**src/rtl/thr_trig_pkg.sv**
```systemverilog
package thr_trig_pkg;

    localparam int TT_W = 16;

    typedef enum logic {
        POL_RISING  = 1'b0,
        POL_FALLING = 1'b1
    } pol_e;

    typedef struct packed {
        logic [TT_W-1:0] level;
        logic [TT_W-1:0] margin;
        pol_e            dir;
    } trig_cfg_t;

endpackage

```
**src/rtl/thr_cfg_hold.sv**
```systemverilog
module thr_cfg_hold
    import thr_trig_pkg::*;
(
    input  logic      clk,
    input  logic      rst,
    input  logic      gate_open,
    input  trig_cfg_t live_cfg,
    output trig_cfg_t eff_cfg
);

    trig_cfg_t held_q;

    always_ff @(posedge clk) begin
        if (rst) begin
            held_q <= '0;
        end else if (!gate_open) begin
            held_q <= live_cfg;
        end
    end

    assign eff_cfg = gate_open ? held_q : live_cfg;


    cfg_frozen_chk: assert property (@(posedge clk) disable iff (rst)
        (gate_open && $past(gate_open)) |-> $stable(eff_cfg));

endmodule

```
**src/rtl/thr_cmp.sv**
```systemverilog
module thr_cmp
    import thr_trig_pkg::*;
#(
    parameter bit SIGNED_SAMPLES = 1'b0,
    parameter int W              = TT_W
) (
    input  logic [W-1:0] smp,
    input  trig_cfg_t    cfg,
    output logic         set_hit,
    output logic         rel_hit
);

    localparam int EW = W + 2;

    logic signed [EW-1:0] s_e, t_e, d_e, lo_e, hi_e;

    generate
        if (SIGNED_SAMPLES) begin : g_signed
            assign s_e = {{2{smp[W-1]}}, smp};
            assign t_e = {{2{cfg.level[W-1]}}, cfg.level};
        end else begin : g_unsigned
            assign s_e = {2'b00, smp};
            assign t_e = {2'b00, cfg.level};
        end
    endgenerate

    assign d_e  = {2'b00, cfg.margin};
    assign lo_e = t_e - d_e;
    assign hi_e = t_e + d_e;

    always_comb begin
        if (cfg.dir == POL_FALLING) begin
            set_hit = (s_e <= t_e);
            rel_hit = (s_e >  hi_e);
        end else begin
            set_hit = (s_e >= t_e);
            rel_hit = (s_e <  lo_e);
        end
    end


    band_order_chk: assert final (lo_e <= t_e && t_e <= hi_e);

endmodule

```
**src/rtl/thr_hyst_trigger.sv**
```systemverilog
module thr_hyst_trigger
    import thr_trig_pkg::*;
#(
    parameter bit SIGNED_SAMPLES = 1'b0
) (
    input  logic            clk,
    input  logic            rst,
    input  logic [TT_W-1:0] sample,
    input  logic            sample_valid,
    input  logic [TT_W-1:0] threshold,
    input  logic            polarity,
    input  logic [TT_W-1:0] delta,
    output logic            trigger,
    output logic            tot
);

    trig_cfg_t live_cfg, eff_cfg;
    logic      tot_q, trig_q;
    logic      set_hit, rel_hit;

    assign live_cfg.level  = threshold;
    assign live_cfg.margin = delta;
    assign live_cfg.dir    = pol_e'(polarity);

    thr_cfg_hold u_hold (
        .clk       (clk),
        .rst       (rst),
        .gate_open (tot_q),
        .live_cfg  (live_cfg),
        .eff_cfg   (eff_cfg)
    );

    thr_cmp #(
        .SIGNED_SAMPLES (SIGNED_SAMPLES),
        .W              (TT_W)
    ) u_cmp (
        .smp     (sample),
        .cfg     (eff_cfg),
        .set_hit (set_hit),
        .rel_hit (rel_hit)
    );

    always_ff @(posedge clk) begin
        if (rst) begin
            tot_q  <= 1'b0;
            trig_q <= 1'b0;
        end else begin
            trig_q <= 1'b0;
            if (sample_valid) begin
                if (!tot_q && set_hit) begin
                    tot_q  <= 1'b1;
                    trig_q <= 1'b1;
                end else if (tot_q && rel_hit) begin
                    tot_q  <= 1'b0;
                end
            end
        end
    end

    assign tot     = tot_q;
    assign trigger = trig_q;


    reset_clear_chk: assert property (@(posedge clk)
        rst |=> (!tot && !trigger));


    trig_single_chk: assert property (@(posedge clk) disable iff (rst)
        trigger |=> !trigger);


    trig_on_rise_chk: assert property (@(posedge clk) disable iff (rst)
        $rose(tot) |-> trigger);


    trig_needs_gate_chk: assert property (@(posedge clk) disable iff (rst)
        trigger |-> (tot && !$past(tot)));


    idle_hold_chk: assert property (@(posedge clk) disable iff (rst)
        !sample_valid |=> ($stable(tot) && !trigger));

endmodule

```
**config.mk**
```make
export PLATFORM = sky130hd
export DESIGN_NAME = thr_hyst_trigger
export DESIGN_NICKNAME = d
export VERILOG_FILES = /design/src/rtl/thr_trig_pkg.sv /design/src/rtl/thr_cfg_hold.sv /design/src/rtl/thr_cmp.sv /design/src/rtl/thr_hyst_trigger.sv
export SDC_FILE = /design/constraint.sdc
export NUM_CORES = 1
export LEC_CHECK = 0
export BUFFER_PORTS_ARGS = -buffer_cell sky130_fd_sc_hd__buf_2
export CAP_MARGIN = 20
export CORE_ASPECT_RATIO = 0.7
export CORE_MARGIN = 5
export CORE_UTILIZATION = 40
export CTS_CLUSTER_SIZE = 14
export DETAILED_ROUTE_END_ITERATION = 6
export SYNTH_ARGS = -nofsm -noshare
export SYNTH_HDL_FRONTEND = slang
export SYNTH_HIERARCHICAL = 1
export SYNTH_SLANG_ARGS = --single-unit
export TNS_END_PERCENT = 5
```
**constraint.sdc**
```tcl
create_clock -name clk -period 4.4 [get_ports clk]
set_input_delay 0.44 -clock clk [delete_from_list [all_inputs] [get_ports clk]]
set_output_delay 0.44 -clock clk [all_outputs]
set_load 0.1 [all_outputs]
```
* Yosys cells after proc, flatten, opt, wreduce, memory -nomap -nowiden *
Index checks and enable logic that the tools add are counted.

storage, ports and cells
  flip-flop bits (word level) = 35
  bits in latches = 0
  bits in writable memories = 0
  bits in read-only memories = 0
  input port bits = 52
  output and inout bits = 2
  memories kept = 0

cells by class
  add/sub/neg operators = 2
  $mul = 0
  divide/modulo/power cells = 0
  $lt $le $gt $ge = 4
  eq/ne operators = 0
  shift-type cells = 0
  muxes and demuxes = 6
  bitwise operators = 1
  reductions and logical operators = 6

operators with widths
  cell                                      number
  two-way mux 33 bit                        1
  greater-than comparator 17 x 18 -> 1 bit  1
  less-than comparator 17 x 18 -> 1 bit     1
  adder 16 x 16 -> 17 bit                   1
  subtractor 16 x 16 -> 17 bit              1
  >= comparator 16 bit                      1
  <= comparator 16 bit                      1
  two-way mux 1 bit                         5
  logical AND 1 bit                         2
  AND reduction 2 bit                       1
  nonzero test 2 bit                        1
  OR reduction 2 bit                        1
  logical NOT 1 bit                         1
  inverter 1 bit                            1

* Depth between registers and ports, before layout *
  depth in word-level cells = 7
  depth in mapped cells = 22
  gate-level depth less buffers = 20

* Hierarchy *
The synthesis kept the hierarchy.

by module, submodules not included
  module            times used  cells an instance  area an instance (um^2)
  thr_cmp           1           352                2681.3
  thr_cfg_hold      1           106                1407.6
  thr_hyst_trigger  1           6                  62.6

* Worst setup path before layout *
No wires, ideal clock.

  kind = flip-flop to flip-flop
  start point = reg tot_q, in the netlist tot
  end point = reg tot_q, in the netlist tot
  arrival = 4.594 ns
  path slack = -0.376 ns
  stages on the path, launching flop included = 20
  period minus slack after synthesis = 4.776 ns
  cells stage by stage = dfxtp_1 buf_6 buf_6 mux2_4 ha_1 inv_1 fa_1 o21ba_2 nor4_1 o311ai_2 a31oi_2 o41ai_4 xnor2_1 ha_1 and4_1 nor4b_1 nor4b_1 o211ai_1 o32ai_1 a311oi_1

RTL lines
  element                 line                    source
  from (decl)             thr_hyst_trigger.sv:18  logic tot_q, trig_q;
  from (signal assigned)  thr_hyst_trigger.sv:45  tot_q <= 1'b0;
  from (signal assigned)  thr_hyst_trigger.sv:51  tot_q <= 1'b1;
  from (signal assigned)  thr_hyst_trigger.sv:54  tot_q <= 1'b0;

==> results.sh <==
export IMPL_min_period_over_period_pct=96.1
export IMPL_drt_initial_drc_count=275
export IMPL_cpMaxStageDelayCell="dfxtp_4"
export IMPL_yosysWarningCount=6
export IMPL_cts_tree="built"
export IMPL_area_delta_synth_final_pct=18.3
export IMPL_crit_path_end_kind="flop"
export IMPL_post_route_util_pct=48.0
export IMPL_final_min_clock_period_ns=4.23
export IMPL_setup_viol=0
export IMPL_drive_gt1_share_pct=27.4
export IMPL_clk_pin_slew_ns=0.06
export IMPL_fillers=981
export IMPL_synthArstFlopShare_pct=0
export IMPL_worstMarginPinSlew_ns=0.642
export IMPL_dieArea_mm2=0.0125
export IMPL_cts_root_buf="clkbuf_16"
export IMPL_cp_top_family="compound AO/OA/AOI/OAI gates"
export IMPL_io_buffers=53
export IMPL_hold_worst_slack_ns=0.417
export IMPL_num_rows=31
export IMPL_hold_viol_final=0
export IMPL_cts_hold_buffers_added=0
export IMPL_synth_seq_cells=35
export IMPL_tns_ns=0
export IMPL_via_count=3538
export IMPL_min_path_type="in2reg"
export IMPL_dp_hpwl_um=8860
export IMPL_grt_antenna_before_repair=0
export IMPL_synth_nets=597
export IMPL_drt_wl_total_um=10900
export IMPL_yosysTopAreaCell="ha_1"
export IMPL_nets=669
export IMPL_clk_insertion_delay_late_ns=0.29
export IMPL_synth_area_mm2=0.00415
export IMPL_synth_seq_area_share_pct=16.9
export IMPL_place_ws_ns=0.110
export IMPL_drtPass1Iterations=5
export IMPL_critPathKind="reg2reg"
export IMPL_cts_sinks=35
export IMPL_gp_congestion=0.986
export IMPL_final_max_slew_viol_count=0
export IMPL_crit_chain="buf_8 > buf_4 > mux2_4 > ha_1 > o21ba_4 > nor4_4 > o311ai_2 > a31oi_2 > o41ai_4 > xnor2_1 > ha_1 > and4_1 > nor4b_1 > nor4b_1 > o211ai_1 > o32ai_2 > a311oi_1"
export IMPL_critPathLaunchType="flop"
export IMPL_cp_buffers_inverters=2
export IMPL_synthCells=464
export IMPL_wl_per_cell_um=16.3
export IMPL_yosysUniqueCellTypes=57
export IMPL_die_w_um=132
export IMPL_slew_headroom_pct=57.2
export IMPL_grt_overflow_total=0
export IMPL_power_leakage_nw=2.40
export IMPL_route_detailed_drc=0
export IMPL_power_total_mw=2.14
export IMPL_post_dp_cell_area_mm2=0.00452
export IMPL_grt_max_degree=36
export IMPL_powerDensity_mw_per_mm2=435
export IMPL_postRouteAntennaNets=0
export IMPL_stdcell_count=669
export IMPL_clk_path_buf_depth=2
export IMPL_cap_violations=0
export IMPL_grt_pass1_vias=3327
export IMPL_final_area_mm2=0.00491
export IMPL_ir_drop_mv=0.166
export IMPL_required_ns=4.54
export IMPL_syn_area_per_cell_um2=8.95
export IMPL_cts_buffers=5
export IMPL_synth_flop_cell="dfxtp_1"
export IMPL_die_height_um=95.2
export IMPL_start_util_pct=40.5
export IMPL_core_area_mm2=0.0102
export IMPL_synthDominantCellAreaShare_pct=23.8
export IMPL_skew_ns=0.00685
export IMPL_setup_slack_ns=0.173
export IMPL_placedCellCount=641
export IMPL_ios=54
export IMPL_cp_arrival_ns=4.37
export IMPL_crit_fanout=7
export IMPL_fmax_ghz=0.237
export IMPL_diodes=0
export IMPL_grt_pass1_wl_um=16900
export IMPL_h_tree_depth=2
export IMPL_routed_via_density=5.29
export IMPL_status="finished, final reports clean"
export IMPL_synth_edff_count=0
export IMPL_grt_total_usage_pct=16.9
export IMPL_yosys_top_cells_area="ha_1 (24%), dfxtp_1 (17%), mux2_4 (11%)"
export IMPL_cp_slowest_stage_delay_ns=0.42
-- state kept, by name, summed over array words and instances, names as in the netlist --
register and count:
u_hold/held_q 33, trigger 1, tot 1
-- per-layer routing --
metal | track usage, % | share of wire, %
met1 | 28.4 | 59
met2 | 21.6 | 35
met3 | 2.16 | 5.3
met4 | 3.85 | 0.92
met5 | 0 | 0
-- power breakdown --
group          internal [mW]  switching [mW]
Combinational          0.657           0.758
Clock                  0.209           0.149
Sequential             0.349          0.0127
-- logic make-up after synthesis --
kind of cell	Yosys count	share of synthesized area [%]
muxes	34	11.9
xor gates and xnor gates	24	5.06
AOI/OAI and AO/OA	103	17.0
adders and majority gates	81	24.8
DFF	35	16.9
and+or+nand+nor	122	17.0
buffers and inverters	65	7.44
-- final timing paths --
check                                       start                 to  slack [ns]  cells past startpoint
worst max-delay path                          tot                tot        0.17                     17
worst min-delay path                 sample_valid                tot        0.42                      2
worst max register to register                tot                tot        0.17                     17
worst min register to register  u_hold/held_q[14]  u_hold/held_q[14]        0.61                      2
-- synth_stat cells (4+ instances only) --
| library cell | instances |
|---|---|
| a211oi_1 | 4 |
| a21o_1 | 13 |
| a21oi_1 | 30 |
| buf_6 | 8 |
| clkbuf_1 | 7 |
| dfxtp_1 | 35 |
| ha_1 | 79 |
| inv_1 | 48 |
| mux2_4 | 30 |
| nand2_1 | 8 |
| nand2b_1 | 5 |
| nand3_1 | 4 |
| nand4_1 | 8 |
| nor2_1 | 22 |
| nor2b_1 | 41 |
| nor3_1 | 11 |
| nor4_1 | 4 |
| o21a_1 | 10 |
| o21ai_0 | 16 |
| o21bai_1 | 4 |
| xnor2_1 | 18 |
| xor2_1 | 6 |
-- repair_timing --
item / in CTS / in global routing
setup endpoints to repair: 0 / 1
buffers inserted: 0 / 20
resized for setup: 0 / 20
-- placed cells by master (no fill, tap or decap), types with 8 or more instances in the layout --
master / count
mux2_4: 30
nand4_1: 8
o21ai_0: 16
buf_4: 26
ha_1: 75
nor2_1: 22
xnor2_1: 18
inv_1: 45
nor3_1: 11
nand2_1: 8
o21a_1: 10
dfxtp_1: 34
a21oi_1: 30
a21o_1: 13
buf_2: 53
nor2b_1: 41
-- layout make-up --
cell class                      instances  area, µm²  area share, %
Timing Repair Buffer                   82        498           10.1
Clock inverter                          3       18.8          0.382
Inverter                               48        180           3.67
Clock buffer                            5        125           2.55
Sequential cell                        35        704           14.3
Multi-Input combinational cell        364       3220           65.6
Tap cell                              132        165           3.36
Note: power is estimated with default switching activity, not from simulation.
